$ cat config.mk
export PLATFORM = sky130hd
export DESIGN_NAME = scan_irq_timer
export DESIGN_NICKNAME = d
export VERILOG_FILES = /design/src/rtl/irq_timer_pkg.sv /design/src/rtl/irq_timer_regs.sv /design/src/rtl/irq_timer_count.sv /design/src/rtl/irq_timer_delay.sv /design/src/rtl/scan_irq_timer.sv
export SDC_FILE = /design/constraint.sdc
export NUM_CORES = 1
export LEC_CHECK = 0
export BUFFER_PORTS_ARGS = -buffer_cell sky130_fd_sc_hd__buf_2
export CAP_MARGIN = 10
export CORE_ASPECT_RATIO = 0.6
export CORE_MARGIN = 1.5
export CORE_UTILIZATION = 46
export DETAILED_ROUTE_END_ITERATION = 16
export PLACE_DENSITY_LB_ADDON = 0.05
export RECOVER_POWER = 25
export SLEW_MARGIN = 20
export SYNTH_ARGS = -nofsm -noshare
export SYNTH_HDL_FRONTEND = slang
export SYNTH_SLANG_ARGS = --single-unit
$ cat constraint.sdc
create_clock -name clk -period 1.42 [get_ports clk]
set_input_delay 0.142 -clock clk [delete_from_list [all_inputs] [get_ports clk]]
set_output_delay 0.142 -clock clk [all_outputs]
set_load 0.01 [all_outputs]
$ cat src/rtl/irq_timer_pkg.sv
package irq_timer_pkg;

  typedef logic [7:0]  byte_t;
  typedef logic [15:0] addr_t;

  typedef enum logic [2:0] {
    SLOT_NONE,
    SLOT_RELOAD,
    SLOT_MODE,
    SLOT_OFF,
    SLOT_ON
  } slot_e;

  localparam addr_t DECODE_MASK = 16'hE001;
  localparam addr_t BASE_RELOAD = 16'hC000;
  localparam addr_t BASE_MODE   = 16'hC001;
  localparam addr_t BASE_OFF    = 16'hE000;
  localparam addr_t BASE_ON     = 16'hE001;

  // Map a CPU address to one of the register slots.
  function automatic slot_e decode_slot(input addr_t a);
    addr_t m;
    m = a & DECODE_MASK;
    case (m)
      BASE_RELOAD: decode_slot = SLOT_RELOAD;
      BASE_MODE:   decode_slot = SLOT_MODE;
      BASE_OFF:    decode_slot = SLOT_OFF;
      BASE_ON:     decode_slot = SLOT_ON;
      default:     decode_slot = SLOT_NONE;
    endcase
  endfunction

  // The reload slot keeps only the even part of the written byte.
  function automatic byte_t even_part(input byte_t d);
    even_part = {d[7:1], 1'b0};
  endfunction

  // Value loaded after a reload or mode write.
  function automatic byte_t first_load(input byte_t r);
    first_load = r + 8'd1;
  endfunction

endpackage

$ cat src/rtl/irq_timer_regs.sv
module irq_timer_regs
  import irq_timer_pkg::*;
(
  input  logic  clk,
  input  logic  rst,
  input  logic  wr_en,
  input  addr_t addr,
  input  byte_t wdata,
  output byte_t reload_val,
  output logic  mode_cpu,
  output logic  irq_en,
  output logic  reload_pend,
  output logic  presc_clr,
  output logic  ack_wr
);

  slot_e slot;
  logic  wr_reload;
  logic  wr_mode;
  logic  wr_off;
  logic  wr_on;

  always_comb begin
    slot      = wr_en ? decode_slot(addr) : SLOT_NONE;
    wr_reload = (slot == SLOT_RELOAD);
    wr_mode   = (slot == SLOT_MODE);
    wr_off    = (slot == SLOT_OFF);
    wr_on     = (slot == SLOT_ON);
    presc_clr = wr_mode;
    ack_wr    = wr_off | wr_on;
  end

  always_ff @(posedge clk) begin
    if (rst) begin
      reload_val  <= '0;
      mode_cpu    <= 1'b0;
      irq_en      <= 1'b0;
      reload_pend <= 1'b0;
    end else begin
      if (wr_reload) reload_val <= even_part(wdata);
      if (wr_mode)   mode_cpu   <= wdata[0];
      if (wr_off)    irq_en     <= 1'b0;
      else if (wr_on) irq_en    <= 1'b1;
      reload_pend <= wr_reload | wr_mode;
    end
  end

endmodule

$ cat src/rtl/irq_timer_count.sv
module irq_timer_count
  import irq_timer_pkg::*;
#(
  parameter int PRESC_W = 2
) (
  input  logic  clk,
  input  logic  rst,
  input  logic  mode_cpu,
  input  logic  presc_clr,
  input  logic  line_pulse,
  input  logic  reload_pend,
  input  byte_t reload_val,
  input  logic  irq_en,
  output byte_t cnt,
  output logic  tick,
  output logic  fire
);

  localparam logic [PRESC_W-1:0] PRESC_LAST = '1;

  logic [PRESC_W-1:0] presc;
  byte_t              cnt_nxt;

  always_ff @(posedge clk) begin
    if (rst || presc_clr) presc <= '0;
    else                  presc <= presc + 1'b1;
  end

  always_comb begin
    tick    = mode_cpu ? (presc == PRESC_LAST) : line_pulse;
    cnt_nxt = cnt;
    fire    = 1'b0;
    if (reload_pend) begin
      cnt_nxt = first_load(reload_val);
    end else if (cnt == 8'd0) begin
      cnt_nxt = reload_val;
    end else if (tick) begin
      cnt_nxt = cnt - 8'd1;
      fire    = (cnt_nxt == 8'd0) && irq_en;
    end
  end

  always_ff @(posedge clk) begin
    if (rst) cnt <= '0;
    else     cnt <= cnt_nxt;
  end

endmodule

$ cat src/rtl/irq_timer_delay.sv
module irq_timer_delay #(
  parameter int DELAY = 4
) (
  input  logic clk,
  input  logic rst,
  input  logic fire,
  input  logic irq_en,
  input  logic ack_wr,
  output logic delay_out,
  output logic irq
);

  generate
    if (DELAY == 0) begin : g_direct
      assign delay_out = fire;
    end else begin : g_shift
      logic [DELAY-1:0] stage;
      always_ff @(posedge clk) begin
        if (rst || !irq_en) stage <= '0;
        else if (DELAY == 1) stage <= fire;
        else stage <= {stage[DELAY-2:0], fire} & {DELAY{1'b1}};
      end
      assign delay_out = stage[DELAY-1];
    end
  endgenerate

  always_ff @(posedge clk) begin
    if (rst) irq <= 1'b0;
    else     irq <= (delay_out & irq_en) | (irq & ~ack_wr);
  end

endmodule

$ cat src/rtl/scan_irq_timer.sv
module scan_irq_timer
  import irq_timer_pkg::*;
#(
  parameter int PRESC_W = 2,
  parameter int DELAY   = 4
) (
  input  logic        clk,
  input  logic        rst,
  input  logic        wr_en,
  input  logic [15:0] addr,
  input  logic [7:0]  wdata,
  input  logic        line_pulse,
  output logic        irq_n
);

  byte_t reload_val;
  logic  mode_cpu;
  logic  irq_en;
  logic  reload_pend;
  logic  presc_clr;
  logic  ack_wr;
  byte_t cnt;
  logic  tick;
  logic  fire;
  logic  delay_out;
  logic  irq;

  irq_timer_regs u_regs (
    .clk         (clk),
    .rst         (rst),
    .wr_en       (wr_en),
    .addr        (addr),
    .wdata       (wdata),
    .reload_val  (reload_val),
    .mode_cpu    (mode_cpu),
    .irq_en      (irq_en),
    .reload_pend (reload_pend),
    .presc_clr   (presc_clr),
    .ack_wr      (ack_wr)
  );

  irq_timer_count #(.PRESC_W(PRESC_W)) u_count (
    .clk         (clk),
    .rst         (rst),
    .mode_cpu    (mode_cpu),
    .presc_clr   (presc_clr),
    .line_pulse  (line_pulse),
    .reload_pend (reload_pend),
    .reload_val  (reload_val),
    .irq_en      (irq_en),
    .cnt         (cnt),
    .tick        (tick),
    .fire        (fire)
  );

  irq_timer_delay #(.DELAY(DELAY)) u_delay (
    .clk       (clk),
    .rst       (rst),
    .fire      (fire),
    .irq_en    (irq_en),
    .ack_wr    (ack_wr),
    .delay_out (delay_out),
    .irq       (irq)
  );

  assign irq_n = ~irq;

endmodule

; After elaboration in Yosys (flattened, before gate mapping)
; Index checks and enable logic that the tools add are counted.
[word_totals]
register_bits = 25
latch_bits = 0
ramBits = 0
romBits = 0
inputBits = 28
out_inout_bits = 1
word_cells = 44
n_memories = 0
[op_classes]
n_addsub = 3
mul = 0
div = 0
order_cmp = 0
n_eq_ne = 9
shifts = 0
n_mux = 6
n_bitwise = 8
n_reduce_logical = 9
[ops]
columns = cell, n
row1 = 8-bit 2-to-1 mux, 3
row2 = "4-bit equality test, second input constant", 4
row3 = 8-bit logical NOT, 2
row4 = 3-bit case mux with 4 select lines, 1
row5 = "8-bit by 1-bit adder with 8-bit output, second input constant", 1
row6 = "8-bit by 1-bit subtractor with 8-bit output, second input constant", 1
row7 = "3-bit by 2-bit equality test with 1-bit output, second input constant", 2
row8 = 4-bit OR reduction, 1
row9 = "3-bit by 1-bit equality test with 1-bit output, second input constant", 1
row10 = "3-bit equality test, second input constant", 1
row11 = 3-bit 2-to-1 mux, 1
row12 = 1-bit inverter, 3
row13 = 1-bit bitwise OR, 3
row14 = 3-bit nonzero test, 1
row15 = "2-bit by 1-bit adder with 2-bit output, second input constant", 1
row16 = 1-bit AND, 2
row17 = "2-bit equality test, second input constant", 1
row18 = 1-bit logical OR, 2
row19 = 2-bit OR reduction, 1
row20 = 1-bit logical AND, 1
row21 = 1-bit logical NOT, 1
row22 = 1-bit 2-to-1 mux, 1

; Depth between registers and ports, before layout
[logic_depth]
depth_word = 8
ltp_mapped = 7
mapped_depth_nobuf = 6

; Cells and area by module
; A second synthesis with hierarchy kept.
[hier_totals]
hier_cells = 169
area_unflattened_um2 = 1505.2
[modules_own_cells]
columns = module, n_inst, cells_per_inst, area_each_um2
row1 = irq_timer_count, 1, 111, 884.6
row2 = irq_timer_regs, 1, 44, 462.9
row3 = irq_timer_delay, 1, 13, 153.9
row4 = scan_irq_timer, 1, 1, 3.8

; Worst setup path before layout
; No wires, ideal clock.
[synth_timing]
path_type = register to register
start = reg u_count.cnt[0]
end = reg u_count.cnt[2]
setup_ns = 0.086
t_arrival_ns = 1.303
path_slack_ns = 0.031
path_stages_with_launch = 8
n_path_buf = 1
path_cell_list = dfxtp_1 inv_1 ha_1 nor4b_4 a21oi_2 buf_6 nor2_1 a211oi_1
[synth_between]
elab_chain_len = 4
[synth_lines]
columns = item, line_no
row1 = from (decl), irq_timer_count.sv:14  ; output byte_t cnt,
row2 = from (signal assigned), irq_timer_count.sv:45  ; else cnt <= cnt_nxt;
row3 = 8-bit by 1-bit subtractor with 8-bit output, irq_timer_count.sv:38  ; cnt_nxt = cnt - 8'd1;
row4 = 8-bit 2-to-1 mux, irq_timer_count.sv:37  ; end else if (tick) begin
row5 = 8-bit 2-to-1 mux, irq_timer_count.sv:35  ; end else if (cnt == 8'd0) begin
row6 = 8-bit 2-to-1 mux, irq_timer_count.sv:33  ; if (reload_pend) begin
; Several ways; a longest one is shown, not always the timed one. The select of a mux whose other input is x is not followed.
; A chain may end at the register's enable or synchronous reset.

; Final worst setup path
[layout_timing]
start = reg u_count.cnt[0]
end = reg u_count.cnt[4]
; The elaborated chain is that of the path after synthesis.

==> results.toml <==
[synthesis]
syn-instance-count = 121
yosysWarningCount = 0
postSynthRegisterBits = 25
synth-edff-count = 0
synth_cell_type_count = 35
ys.flop_type = "dfxtp_1"
syn_nets = 153
netlist_area_um2 = 1170
ys_seq_area_share_pct = 42.8
ys_async_sr_fraction_pct = 0
avgSynthCellArea_um2 = 9.66

[finish]
utilization_pct = 68.4
insertedDiodeCount = 0
nFillCells = 192
stdcell_count = 187
layout-drive-gt1-share_pct = 41.4
areaGrowthSynthToFinish_pct = 33.3
nets = 190

[sta]
rsz0062_at_grt = "yes"
timing.hold.ws_ns = 0.106
worst_slew_pin_slew_ns = 0.308
drv_slew = 0
fin_skew_ns = 0.00683
layout_setup_ws_ns = -0.000954
setup_violations = 1
min_period_over_period_pct = 100
max_freq_mhz = 704
finalHoldViolCount = 0
fin_crit_ns = 1.42
slew_headroom_pct = 79.5

[placed_design]
dp_hpwl_mm = 1.75
gp_congestion = 0.762
dpl.cell_count = 174
portBuffers = 16
place_ws_ns = -0.0612

[grt]
grt_overflow = 0
grt_max_degree = 17
antenna_found_initial = 0
grt_pass1_wl_mm = 4.06
grt_usage_pct = 19.6
grt_pass1_vias = 865

[floorplanning]
dieArea_um2 = 2860
die_h_um = 42.0
core-area_um2 = 2280
die_w_um = 68.1
pin_count = 29
num_rows = 13
start_util_pct = 51.3

[status]
status = "finished with violations"
violations = "negative setup slack"

[clock_network]
cts_hold_buffers = 0
clk_pin_slew_ns = 0.09
cts.sinks = 25
clk_latency_ns = 0.27
numCtsBuffers = 3
cts_tree = "yes"
clock_path_buffers = 2
root_buffer = "clkbuf_8"
cts_htree_levels = 1

[worst_setup_path]
worstSetupStartpointType = "flop"
critPathArrivalTime_ns = 1.63
crit_type = "reg2reg"
worstPathCellList = "inv_2, ha_4, nor4b_4, a21oi_4, buf_6, nand2b_4, a31oi_1"
r2r_cells = 7
worst-path-max-fanout = 4
critPathRequiredTime_ns = 1.63
critPathSlowestCell = "dfxtp_2"
cp-end-kind = "flop"
crit_path_max_incr_delay_ns = 0.33

[flow_run]
drv_cap = 0

[route]
drt_iter0_drc = 19
dr.pass1.iters = 4
drt-total-wl_mm = 2.54
drtAntennaViolNets = 0
num_vias = 959
vias_per_cell = 5.13
drt_drc_violations_left = 0
detail_route.wl_per_cell_um = 13.6

[power_and_ir_drop]
leakagePower_nw = 0.656
power_density_nw_per_um2 = 1760
vdd_drop_max_mv = 0.674
total_power_mw = 2.74

[min_path]
whs_path_depth = 3
hold_class = "in2reg"
[final timing paths]
kind	from	to	slack, ns
setup / recovery	u_count.cnt[0]	u_count.cnt[4]	-0.001
hold / removal	wdata[5]	u_regs.reload_val[5]	0.11
setup reg to reg	u_count.cnt[0]	u_count.cnt[4]	-0.001
hold reg to reg	u_count.presc[0]	u_count.presc[0]	0.43
[routing by layer]
metal | up-vias | global-route usage, % | routed length (um)
met3 | 4 | 6.45 | 77
met1 | 447 | 28.9 | 1330
met2 | 12 | 26.8 | 1100
li1 | 496 | - | -
met4 | 0 | 6.00 | 31
met5 | - | 0 | 0
[cell usage after synthesis (all sizes together), types with 2 or more instances]
master | n | area share (%)
nand3 | 5 | 2.1
nand2 | 7 | 2.2
nand4 | 2 | 1.1
mux2i | 8 | 6.9
nor4 | 2 | 1.1
ha | 4 | 4.3
clkbuf | 2 | 0.64
and2 | 3 | 1.6
dfxtp | 25 | 43
xnor2 | 3 | 2.2
buf | 4 | 3.0
xor2 | 6 | 4.5
nand4b | 2 | 1.5
nand2b | 2 | 1.1
a21oi | 4 | 2.0
a211oi | 6 | 3.9
inv | 3 | 0.96
nor2 | 20 | 6.6
[logic make-up (layout without fill, tap and decap cells)]
| group | Yosys count | in the layout | synth area share [%] |
|---|---|---|---|
| compound gates | 14 | 14 | 8.46 |
| flops | 25 | 25 | 42.8 |
| buf+inv | 9 | 45 | 4.60 |
| fa+ha+maj | 4 | 4 | 4.28 |
| simple gates | 51 | 51 | 24.9 |
| xor+xnor | 9 | 9 | 6.75 |
| mux | 9 | 9 | 8.14 |
[what timing repair did]
action,4_1_cts,5_1_grt
resized for setup,5,19
endpoints found under the setup margin,7,9
buffers inserted,3,7
pin swaps,6,9
[area by class of cell]
class                      instances  area, um^2  area share [%]
clock buffer                       4        45.0            2.89
timing repair buffer              38         256            16.5
multi-input combinational         87         704            45.2
inverter                           3        11.3           0.723
sequential                        25         503            32.3
tap                               30        37.5            2.41
[worst max-delay path, delay by kind of cell (launching register included)]
family / cells / cell delay [ns]
flops: 1 / 0.33
simple gates: 2 / 0.39
fa+ha+maj: 1 / 0.13
buf+inv: 2 / 0.22
compound gates: 2 / 0.29
[through the flow]
| stage | TNS, ns | cell area (um^2) |
|---|---|---|
| after CTS | 0 | 1420 |
| after global routing | -0.252 | 1560 |
| after floorplan | 0 | 1170 |
| final | -0.000954 | 1560 |
| after detailed placement | -0.214 | 1340 |
| after global placement | -0.125 | 1340 |
[sequential cells by signal, indices dropped and copies added, names as in the netlist]
signal	count
u_regs.reload_pend	1
u_count.cnt	8
u_regs.mode_cpu	1
u_delay.g_shift.stage	4
u_count.presc	2
u_regs.reload_val	7
u_delay.irq	1
u_regs.irq_en	1
[report_power, final]
group | switching (mW) | internal (mW)
sequential | 0.107 | 0.793
clock | 0.227 | 0.201
combinational | 0.637 | 0.775
total | 0.971 | 1.77
[placed cells by master (no fill, tap or decap), types with 3 or more instances in the layout]
master    synthesis  final
dfxtp_1          25     23
nand2_1           7      6
a211oi_1          6      4
buf_6             2      3
nand3_1           5      4
mux2i_1           8      8
buf_4             1     19
nor2_1           19     18
clkbuf_8          0      3
xor2_1            6      6
and2_1            3      3
buf_2             1     16
No activity file was read; power rests on OpenSTA's default activity.
